$ cat src/rtl/modmul_pkg.sv
package modmul_pkg;
  typedef enum logic [1:0] {
    ST_IDLE = 2'd0,
    ST_PREP = 2'd1,
    ST_ITER = 2'd2,
    ST_FIX  = 2'd3
  } mm_state_e;
endpackage

$ cat src/rtl/modmul_lane.sv
// One derivation lane: entry(k) from entry(k-2), reduced by a = 2M - 2^N.
module modmul_lane #(
  parameter int N = 8
) (
  input  logic [N-1:0] prev,
  input  logic [N-1:0] m,
  input  logic [N-1:0] a,
  output logic [N-1:0] next
);
  function automatic logic [N-1:0] step_down(input logic [N-1:0] p,
                                             input logic [N-1:0] mm,
                                             input logic [N-1:0] aa);
    logic [N:0] diff;
    diff = {1'b0, p} - {1'b0, aa};
    // sign of the subtracter picks the adder output (difference plus M)
    return diff[N] ? (diff[N-1:0] + mm) : diff[N-1:0];
  endfunction

  assign next = step_down(prev, m, a);
endmodule

$ cat src/rtl/modmul_table.sv
// Residue table of (2^(N-1)*k) mod M, k = 0..7, filled two entries per cycle.
module modmul_table #(
  parameter int N = 8
) (
  input  logic         clk,
  input  logic         rst_n,
  input  logic         load,
  input  logic         adv_en,
  input  logic [N-1:0] m,
  input  logic [2:0]   idx,
  output logic [N-1:0] entry,
  output logic         lookup_ok,
  output logic         gen_we,
  output logic [N-1:0] gen_lo,
  output logic [N-1:0] gen_hi
);
  localparam int NE = 8;
  localparam int LANES = 2;
  localparam logic [1:0] STAGE_FULL = 2'd3;

  logic [1:0]   stage_q;
  logic [N-1:0] tab   [NE];
  logic [NE-1:0] avail;
  logic [N-1:0] gen   [LANES];
  logic [N-1:0] a_val;
  logic         fwd_hit;

  // 2M - 2^N, valid because 2^(N-1) < M < 2^N
  assign a_val  = {m[N-2:0], 1'b0};
  assign gen_we = adv_en && (stage_q != STAGE_FULL);

  always_ff @(posedge clk or negedge rst_n) begin
    if (!rst_n)      stage_q <= '0;
    else if (load)   stage_q <= '0;
    else if (gen_we) stage_q <= stage_q + 2'd1;
  end

  for (genvar l = 0; l < LANES; l++) begin : g_lane
    modmul_lane #(.N(N)) u_lane (
      .prev (tab[{stage_q, 1'(l)}]),
      .m    (m),
      .a    (a_val),
      .next (gen[l])
    );
  end

  for (genvar k = 0; k < NE; k++) begin : g_ent
    if (k == 0) begin : g_zero
      assign tab[k]   = '0;
      assign avail[k] = 1'b1;
    end else if (k == 1) begin : g_half
      assign tab[k]   = N'(1) << (N - 1);
      assign avail[k] = 1'b1;
    end else begin : g_reg
      logic [N-1:0] val_q;
      logic         vld_q;
      always_ff @(posedge clk or negedge rst_n) begin
        if (!rst_n) begin
          val_q <= '0;
          vld_q <= 1'b0;
        end else if (load) begin
          vld_q <= 1'b0;
        end else if (gen_we && (stage_q == 2'(k / 2 - 1))) begin
          val_q <= gen[k % 2];
          vld_q <= 1'b1;
        end
      end
      assign tab[k]   = val_q;
      assign avail[k] = vld_q;
    end
  end

  // entries derived this very cycle are forwarded from the lanes
  assign fwd_hit   = gen_we && (idx[2:1] == 2'(stage_q + 2'd1));
  assign entry     = avail[idx] ? tab[idx] : (fwd_hit ? gen[idx[0]] : '0);
  assign lookup_ok = avail[idx] || fwd_hit;
  assign gen_lo    = gen[0];
  assign gen_hi    = gen[1];
endmodule

$ cat src/rtl/modmul_step.sv
// One radix-2 iteration: T = 2P + x*Y + w, P' = T mod 2^(N-1) + table(T div 2^(N-1)).
module modmul_step #(
  parameter int N = 8
) (
  input  logic [N:0]   p,
  input  logic [N:0]   y,
  input  logic         xb,
  input  logic         wb,
  input  logic [N-1:0] entry,
  output logic [2:0]   idx,
  output logic [N:0]   p_next,
  output logic         ovf
);
  localparam int TW = N + 3;

  function automatic logic [TW-1:0] form_sum(input logic [N:0] pp,
                                             input logic [N:0] yy,
                                             input logic x, input logic w);
    logic [TW-1:0] s;
    s = {1'b0, pp, 1'b0};
    if (x) s = s + {2'b00, yy};
    s = s + TW'(w);
    return s;
  endfunction

  logic [TW-1:0] t_full;

  assign t_full = form_sum(p, y, xb, wb);
  assign ovf    = t_full[TW-1];
  assign idx    = t_full[N+1:N-1];
  assign p_next = {2'b00, t_full[N-2:0]} + {1'b0, entry};
endmodule

$ cat src/rtl/modmul_add_rt.sv
module modmul_add_rt
  import modmul_pkg::*;
#(
  parameter int N     = 8,
  parameter int R     = 8,
  parameter bit CANON = 1'b1
) (
  input  logic         clk,
  input  logic         rst_n,
  input  logic         start,
  input  logic [N-1:0] mod_in,
  input  logic [N:0]   y_in,
  input  logic         x_bit,
  input  logic         w_bit,
  output logic         done,
  output logic [N:0]   result
);
  localparam int CW = (R > 1) ? $clog2(R) : 1;
  localparam logic [CW-1:0] LAST = CW'(R - 1);

  mm_state_e    state_q;
  logic [N-1:0] m_q;
  logic [N:0]   y_q;
  logic [N:0]   p_q;
  logic [CW-1:0] cnt_q;
  logic [N:0]   res_q;
  logic         done_q;

  logic         in_idle, in_prep, in_iter, in_fix, load;
  logic [2:0]   tidx;
  logic [N-1:0] tentry;
  logic         lookup_ok, gen_we, ovf;
  logic [N-1:0] gen_lo, gen_hi;
  logic [N:0]   p_next, p_fixed;

  function automatic logic [N:0] final_fix(input logic [N:0] pv, input logic [N-1:0] mv);
    if (CANON && (pv >= {1'b0, mv})) return pv - {1'b0, mv};
    return pv;
  endfunction

  assign in_idle = (state_q == ST_IDLE);
  assign in_prep = (state_q == ST_PREP);
  assign in_iter = (state_q == ST_ITER);
  assign in_fix  = (state_q == ST_FIX);
  assign load    = in_idle && start;
  assign p_fixed = final_fix(p_q, m_q);

  modmul_table #(.N(N)) u_table (
    .clk       (clk),
    .rst_n     (rst_n),
    .load      (load),
    .adv_en    (in_prep || in_iter),
    .m         (m_q),
    .idx       (tidx),
    .entry     (tentry),
    .lookup_ok (lookup_ok),
    .gen_we    (gen_we),
    .gen_lo    (gen_lo),
    .gen_hi    (gen_hi)
  );

  modmul_step #(.N(N)) u_step (
    .p      (p_q),
    .y      (y_q),
    .xb     (x_bit),
    .wb     (w_bit),
    .entry  (tentry),
    .idx    (tidx),
    .p_next (p_next),
    .ovf    (ovf)
  );

  always_ff @(posedge clk or negedge rst_n) begin
    if (!rst_n) begin
      state_q <= ST_IDLE;
      m_q     <= '0;
      y_q     <= '0;
      p_q     <= '0;
      cnt_q   <= '0;
      res_q   <= '0;
      done_q  <= 1'b0;
    end else begin
      done_q <= 1'b0;
      unique case (state_q)
        ST_IDLE: if (start) begin
          m_q     <= mod_in;
          y_q     <= y_in;
          state_q <= ST_PREP;
        end
        ST_PREP: begin
          p_q     <= '0;
          cnt_q   <= '0;
          state_q <= ST_ITER;
        end
        ST_ITER: begin
          p_q   <= p_next;
          cnt_q <= cnt_q + 1'b1;
          if (cnt_q == LAST) state_q <= ST_FIX;
        end
        ST_FIX: begin
          res_q   <= p_fixed;
          done_q  <= 1'b1;
          state_q <= ST_IDLE;
        end
        default: state_q <= ST_IDLE;
      endcase
    end
  end

  assign done   = done_q;
  assign result = res_q;
endmodule

$ cat config.mk
export PLATFORM = sky130hd
export DESIGN_NAME = modmul_add_rt
export DESIGN_NICKNAME = d
export VERILOG_FILES = /design/src/rtl/modmul_pkg.sv /design/src/rtl/modmul_lane.sv /design/src/rtl/modmul_table.sv /design/src/rtl/modmul_step.sv /design/src/rtl/modmul_add_rt.sv
export SDC_FILE = /design/constraint.sdc
export NUM_CORES = 1
export LEC_CHECK = 0
export BUFFER_PORTS_ARGS = -buffer_cell sky130_fd_sc_hd__buf_2
export CELL_PAD_IN_SITES_DETAIL_PLACEMENT = 1
export CELL_PAD_IN_SITES_GLOBAL_PLACEMENT = 2
export CORE_MARGIN = 2
export CORE_UTILIZATION = 30
export DETAILED_ROUTE_END_ITERATION = 8
export HOLD_SLACK_MARGIN = 0.1
export PLACE_DENSITY = 0.62
export SYNTH_ARGS = -nofsm -noshare
export SYNTH_HDL_FRONTEND = slang
export SYNTH_SLANG_ARGS = --single-unit
export TNS_END_PERCENT = 30
$ cat constraint.sdc
create_clock -name clk -period 6.05 [get_ports clk]
set_input_delay 0.605 -clock clk [delete_from_list [all_inputs] [get_ports clk]]
set_output_delay 0.605 -clock clk [all_outputs]
set_load 0.02 [all_outputs]
Word-level counts from Yosys, hierarchy flattened
Index checks and enable logic that the tools add are counted.
{"block": "op_classes", "n_reduce_logical": 19, "addsub": 10, "magnitude_cmp": 6, "eq_ne": 10, "mux": 36, "bitwise_logic": 5}
{"op": "8-bit two-way mux", "n": 13}
{"op": "8-bit binary-select mux with 3-bit select", "n": 3}
{"op": "9-bit two-way mux", "n": 2}
{"op": "9-bit case mux with 2 select lines", "n": 1}
{"op": "8-bit by 8-bit subtractor with 9-bit output", "n": 2}
{"op": "8-bit adder", "n": 2}
{"op": "4-bit >= comparator, second input constant", "n": 3}
{"op": "3-bit inverter with 4-bit output", "n": 3}
{"op": "10-bit by 1-bit adder with 10-bit output", "n": 1}
{"op": "10-bit by 9-bit adder with 10-bit output", "n": 1}
{"op": "10-bit two-way mux", "n": 1}
{"op": "2-bit AND reduction", "n": 5}
{"op": "2-bit nonzero test", "n": 5}
{"op": "7-bit by 8-bit adder with 9-bit output", "n": 1}
{"op": "9-bit by 8-bit >= comparator with 1-bit output", "n": 1}
{"op": "1-bit two-way mux", "n": 9}
{"op": "9-bit by 8-bit subtractor with 9-bit output", "n": 1}
{"op": "2-bit two-way mux", "n": 4}
{"op": "2-bit case mux with 4 select lines", "n": 1}
{"op": "2-bit equality test, second input constant", "n": 3}
{"op": "1-bit logical AND", "n": 6}
{"op": "3-bit case mux with 2 select lines", "n": 1}
{"op": "2-bit by 1-bit equality test with 1-bit output, second input constant", "n": 2}
{"op": "2-bit zero test", "n": 2}
{"op": "12 further kinds", "n": 13}
{"block": "totals", "inputBits": 22, "output_inout_bits": 10, "reg_bits": 94}

Logic depth before layout (Yosys ltp)
{"block": "logic_depth", "word_depth": 14, "depth_mapped": 28, "depth_no_buf": 26}

Cells and area by module
From an unflattened synthesis, not the netlist that was laid out.
{"block": "hier_totals", "cells_unflattened": 784, "hier_area_um2": 7624.8}
{"module": "modmul_table", "area_per_inst_um2": 3128.0, "cells_per_inst": 256, "n_inst": 1, "seq_area_each_um2": 1326.3}
{"module": "modmul_add_rt", "area_per_inst_um2": 2088.3, "cells_per_inst": 212, "n_inst": 1, "seq_area_each_um2": 1026.0}
{"module": "modmul_step", "area_per_inst_um2": 955.9, "cells_per_inst": 120, "n_inst": 1, "seq_area_each_um2": 0.0}
{"module": "modmul_lane at u_table.g_lane[1].u_lane", "area_per_inst_um2": 730.7, "cells_per_inst": 99, "n_inst": 1, "seq_area_each_um2": 0.0}
{"module": "modmul_lane at u_table.g_lane[0].u_lane", "area_per_inst_um2": 721.9, "cells_per_inst": 97, "n_inst": 1, "seq_area_each_um2": 0.0}

Worst setup path before layout
OpenSTA, ideal clock, no wires.
{"block": "synth_timing", "path_kind": "flip-flop to flip-flop", "from": "register u_table.stage_q[1]", "to": "register p_q[7]", "synth_period_minus_slack_ps": 5221, "path_stages_with_launch": 29, "required_time_ps": 5960, "arrival_time_ps": 5131, "setup_ps": 90, "slack_ps": 829, "cell_sequence": "dfrtp_1 -> clkbuf_1 -> inv_1 -> nor2_1 -> clkbuf_1 -> nand2_1 -> o21ai_0 -> ha_1 -> nor2b_1 -> o21ai_0 -> nand2_1 -> xor2_1 -> ha_1 -> and3_1 -> a221o_1 -> nor2_1 -> xor2_1 -> nor2_1 -> a21oi_1 -> mux2i_1 -> nand3_1 -> o21ai_0 -> ha_1 -> nor2b_1 -> o21a_1 -> o21bai_1 -> or2_0 -> o32a_1 -> o2111ai_1"}
{"block": "synth_via", "elab_chain_cells": 14, "word_cells_on_any_way": 26, "classes_between": "6 x add/sub; 2 x eq/ne; 14 x mux; 2 x bitwise; 2 x reduce/logical"}
{"element": "start: declaration", "line": "modmul_table.sv:21", "rtl": "logic [1:0] stage_q;"}
{"element": "start signal: assignment", "line": "modmul_table.sv:35", "rtl": "else if (gen_we) stage_q <= stage_q + 2'd1;"}
{"element": "3-bit inverter with 4-bit output (implied by the code)", "line": "modmul_table.sv:40", "rtl": ".prev (tab[{stage_q, 1'(l)}]),"}
{"element": "8-bit binary-select mux with 3-bit select", "line": "modmul_table.sv:40"}
{"element": "8-bit two-way mux (implied by the code) (2 in series)", "line": "modmul_table.sv:40"}
{"element": "8-bit by 8-bit subtractor with 9-bit output", "line": "modmul_lane.sv:14", "rtl": "diff = {1'b0, p} - {1'b0, aa};"}
{"element": "8-bit adder", "line": "modmul_lane.sv:16", "rtl": "return diff[N] ? (diff[N-1:0] + mm) : diff[N-1:0];"}
{"element": "8-bit two-way mux", "line": "modmul_lane.sv:16"}
{"element": "8-bit two-way mux (implied by the code) (3 in series)", "line": "modmul_table.sv:75", "rtl": "assign entry = avail[idx] ? tab[idx] : (fwd_hit ? gen[idx[0]] : '0);"}
{"element": "8-bit two-way mux * (2 in series)", "line": "modmul_table.sv:75"}
{"element": "7-bit by 8-bit adder with 9-bit output *", "line": "modmul_step.sv:31", "rtl": "assign p_next = {2'b00, t_full[N-2:0]} + {1'b0, entry};"}
{"element": "9-bit case mux with 2 select lines *", "line": "modmul_add_rt.sv:84", "rtl": "unique case (state_q)"}
{"element": "end signal: assignment", "line": "modmul_add_rt.sv:96", "rtl": "p_q <= p_next;"}
{"element": "end: declaration", "line": "modmul_add_rt.sv:24", "rtl": "logic [N:0] p_q;"}
Mark *: on every way between the ends. The rest lies on a longest branch, timed or not. The select of a mux whose other input is x is not followed.
A chain may end at the register's enable or synchronous reset.

Worst setup path in the final report
{"block": "layout_timing", "from": "register p_q[0]", "to": "register p_q[7]"}
{"block": "layout_via", "elab_chain_cells": 11, "word_cells_on_any_way": 19, "classes_between": "3 x add/sub; 1 x eq/ne; 12 x mux; 2 x bitwise; 1 x reduce/logical"}
{"element": "10-bit by 9-bit adder with 10-bit output", "line": "modmul_step.sv:21", "rtl": "if (x) s = s + {2'b00, yy};"}
{"element": "10-bit two-way mux *", "line": "modmul_step.sv:21"}
{"element": "10-bit by 1-bit adder with 10-bit output *", "line": "modmul_step.sv:22", "rtl": "s = s + TW'(w);"}
{"element": "parallel branches: the longest is 6 deep, another holds 8-bit binary-select mux with 3-bit select"}
{"element": "7-bit by 8-bit adder with 9-bit output *", "line": "modmul_step.sv:31"}
{"element": "9-bit case mux with 2 select lines *", "line": "modmul_add_rt.sv:84"}
Every way passes the cells marked *. The select of a mux whose other input is x is not followed.

==> results.py <==
metrics = {
    "synthesis": {
        "ys_seq_elements": 94,
        "synth_most_common_cell": "dfrtp_1",
        "synthTopCellsByArea": "dfrtp_1 (32%), ha_1 (11%), mux2i_1 (5.8%), o21ai_0 (5.6%), nand2_1 (4.2%)",
        "ys_dominant_reg_cell": "dfrtp_1",
        "mappedNetlistNets": 888,
        "ys_seq_area_share_pct": 32.3,
        "async_flop_share_pct": 100,
        "synthDistinctLibCells": 69,
        "avgSynthCellArea_um2": 9.15,
        "yosys_warnings": 0,
        "synthesis.area_um2": 7290,
        "syn_inst": 796,
        "synth_top_area_cell": "dfrtp_1",
        "synth_edf_count": 0,
        "synth.top_cells.by_count": "dfrtp_1 (94), nand2_1 (82), o21ai_0 (82), ha_1 (63), nor2_1 (56)",
        "netlist.area_leader.share_pct": 32.3,
    },
    "timing": {
        "grt_setup_unrepaired": "no",
        "fmax_mhz": 176,
        "relSlewSlack_pct": 21.7,
        "finalCritPeriodShare_pct": 94.0,
        "hold_viol": 0,
        "finalSetupViolCount": 0,
        "setup_slack_ns": 0.366,
        "tns_ns": 0,
        "fin_crit_ns": 5.68,
        "maxSlewViolCount": 0,
        "final.setup_skew_ns": 0.0128,
        "tightest_slew_ns": 1.17,
    },
    "routing": {
        "routed_wl_um": 23100,
        "routed_via_density": 5.21,
        "drtIter0Drc": 227,
        "wire_per_inst_um": 19.9,
        "dr.pass1.iters": 4,
        "drc_errors": 0,
        "ant_nets": 0,
        "num_vias": 6044,
    },
    "clocking": {
        "cts_tree": "done",
        "h-tree-depth": 3,
        "path_clk_slew_ns": 0.07,
        "cts_made_buffers": 9,
        "clk_path_buf_depth": 2,
        "cts_root_buf": "clkbuf_16",
        "tritoncts_num_sinks": 94,
        "hold_buffers": 0,
        "clk_latency_ns": 0.35,
    },
    "placement": {
        "hpwl_um": 17900,
        "dp.cells": 1143,
        "dp_slack_ns": 0.329,
        "portBuffers": 31,
        "gp_congestion": 0.840,
    },
    "finish": {
        "areaGrowthSynthToFinish_pct": 12.5,
        "fill_cells": 2835,
        "layout-drive-gt1-share_pct": 14.5,
        "nNetsFinal": 923,
        "fin_util_pct": 34.0,
        "antenna_cells": 0,
        "final_cells": 1159,
        "multi_input_comb_area_um2": 4650,
        "seqCellArea_um2": 2350,
    },
    "setup_path": {
        "rr_endpoint": "p_q[7]",
        "critical_path_arrival_ns": 5.89,
        "crit_path_end_kind": "flop",
        "reg2reg_slack_ns": 0.37,
        "crit_path_start": "p_q[0]",
        "r2r-start": "p_q[0]",
        "crit_path_max_fanout": 11,
        "endpoint": "p_q[7]",
        "cp-start-kind": "flop",
        "required_ns": 6.26,
        "critPathKind": "reg2reg",
        "rr_worst_depth": 22,
    },
    "min_path": {
        "hold_path.class": "in2async",
    },
    "die": {
        "io_pins": 32,
        "start_util_pct": 30.2,
        "fp.dieW_um": 160,
        "die_h_um": 160,
        "core_um2": 24100,
        "rows": 57,
        "die-area_um2": 25600,
    },
    "run": {
        "maxCapViolCount": 0,
    },
    "run_status": {
        "status": "complete, no violations",
    },
    "global_routing": {
        "grt_pass1_wl_um": 37400,
        "grt_usage_pct": 18.8,
        "overflow": 0,
        "antenna_found_initial": 0,
        "grt_pass1_vias": 6692,
        "grt_max_degree": 49,
    },
}
[area by class of cell]
type / count / area share, %
clock buffer: 10 / 2.79
clock inverter: 5 / 0.717
inverter: 41 / 1.88
multi-input combinational: 629 / 56.7
sequential: 94 / 28.7
tap: 324 / 4.94
timing repair buffer: 56 / 4.26
[worst min path at each step]
stage | from | endpoint | depth (start not counted)
2_1_floorplan | rst_n | cnt_q[0] | 0
3_3_place_gp | cnt_q[0] | cnt_q[0] | 1
3_5_place_dp | result[7] | result[7] | 1
4_1_cts | rst_n | result[1] | 1
5_1_grt | rst_n | result[0] | 1
6_report | rst_n | result[3] | 1
[through the flow]
stage | hold slack (ns) | instance area, µm²
after detailed placement | 0.495 | 7900
after global routing | 0.332 | 8200
after CTS | 0.303 | 8180
after floorplan | 0.309 | 7290
final | 0.296 | 8200
after global placement | 0.479 | 7900
[cells in the final DEF, fill, tap and decap left out, types with 26 or more instances in the layout]
master,n
a21oi_1,53
buf_2,30
dfrtp_1,94
ha_1,63
inv_1,41
mux2_2,26
mux2i_1,42
nand2_1,82
nor2_1,56
o21ai_0,82
xnor2_1,28
[worst max-delay path, cell delays in order (launching register included)]
cell and delay, ns:
dfrtp_1 0.40, ha_1 0.26, fa_1 0.46, a211o_1 0.30
nand2_1 0.10, nor4bb_4 0.31, o2111ai_1 0.26, xor2_1 0.28
buf_6 0.24, mux4_2 0.52, a21oi_1 0.21, o21ai_0 0.20
ha_1 0.35, a21o_1 0.18, a21o_1 0.20, a21o_1 0.18
a21oi_1 0.22, nor2b_1 0.09, o21a_1 0.20, o21bai_1 0.16
or2_0 0.14, o32a_1 0.15, o2111ai_1 0.14
[flip-flops by register name (all words and copies together), names as in the netlist]
| name | count |
|---|---|
| m_q | 8 |
| done | 1 |
| cnt_q | 3 |
| result | 9 |
| state_q | 2 |
| u_table.stage_q | 2 |
| u_table.g_ent.g_reg.vld_q | 3 |
| y_q | 9 |
| u_table.g_ent.g_reg.val_q | 48 |
| p_q | 9 |
[kinds of logic after synthesis]
| group | Yosys count | share of synthesized area, % |
|---|---|---|
| compound gates | 220 | 19.0 |
| mux | 76 | 12.3 |
| simple gates | 217 | 14.1 |
| buf+inv | 73 | 3.97 |
| flops | 94 | 32.3 |
| fa+ha+maj | 70 | 12.7 |
| xor+xnor | 46 | 5.63 |
[per-layer routing]
metal / vias to the layer above / GRT usage [%] / wire, µm
li1: 2923 / - / -
met1: 3008 / 23.6 / 10400
met2: 85 / 33.2 / 11600
met3: 28 / 2.36 / 483
met4: 0 / 6.39 / 644
met5: - / 0 / 0
[timing repair]
item	CTS	global route
setup buffers	0	1
resized for setup	0	2
setup endpoints to repair	0	1
Power is left out: the tool's default activity adds up to more than one toggle a clock period on the data nets, which glitch-free logic cannot reach.
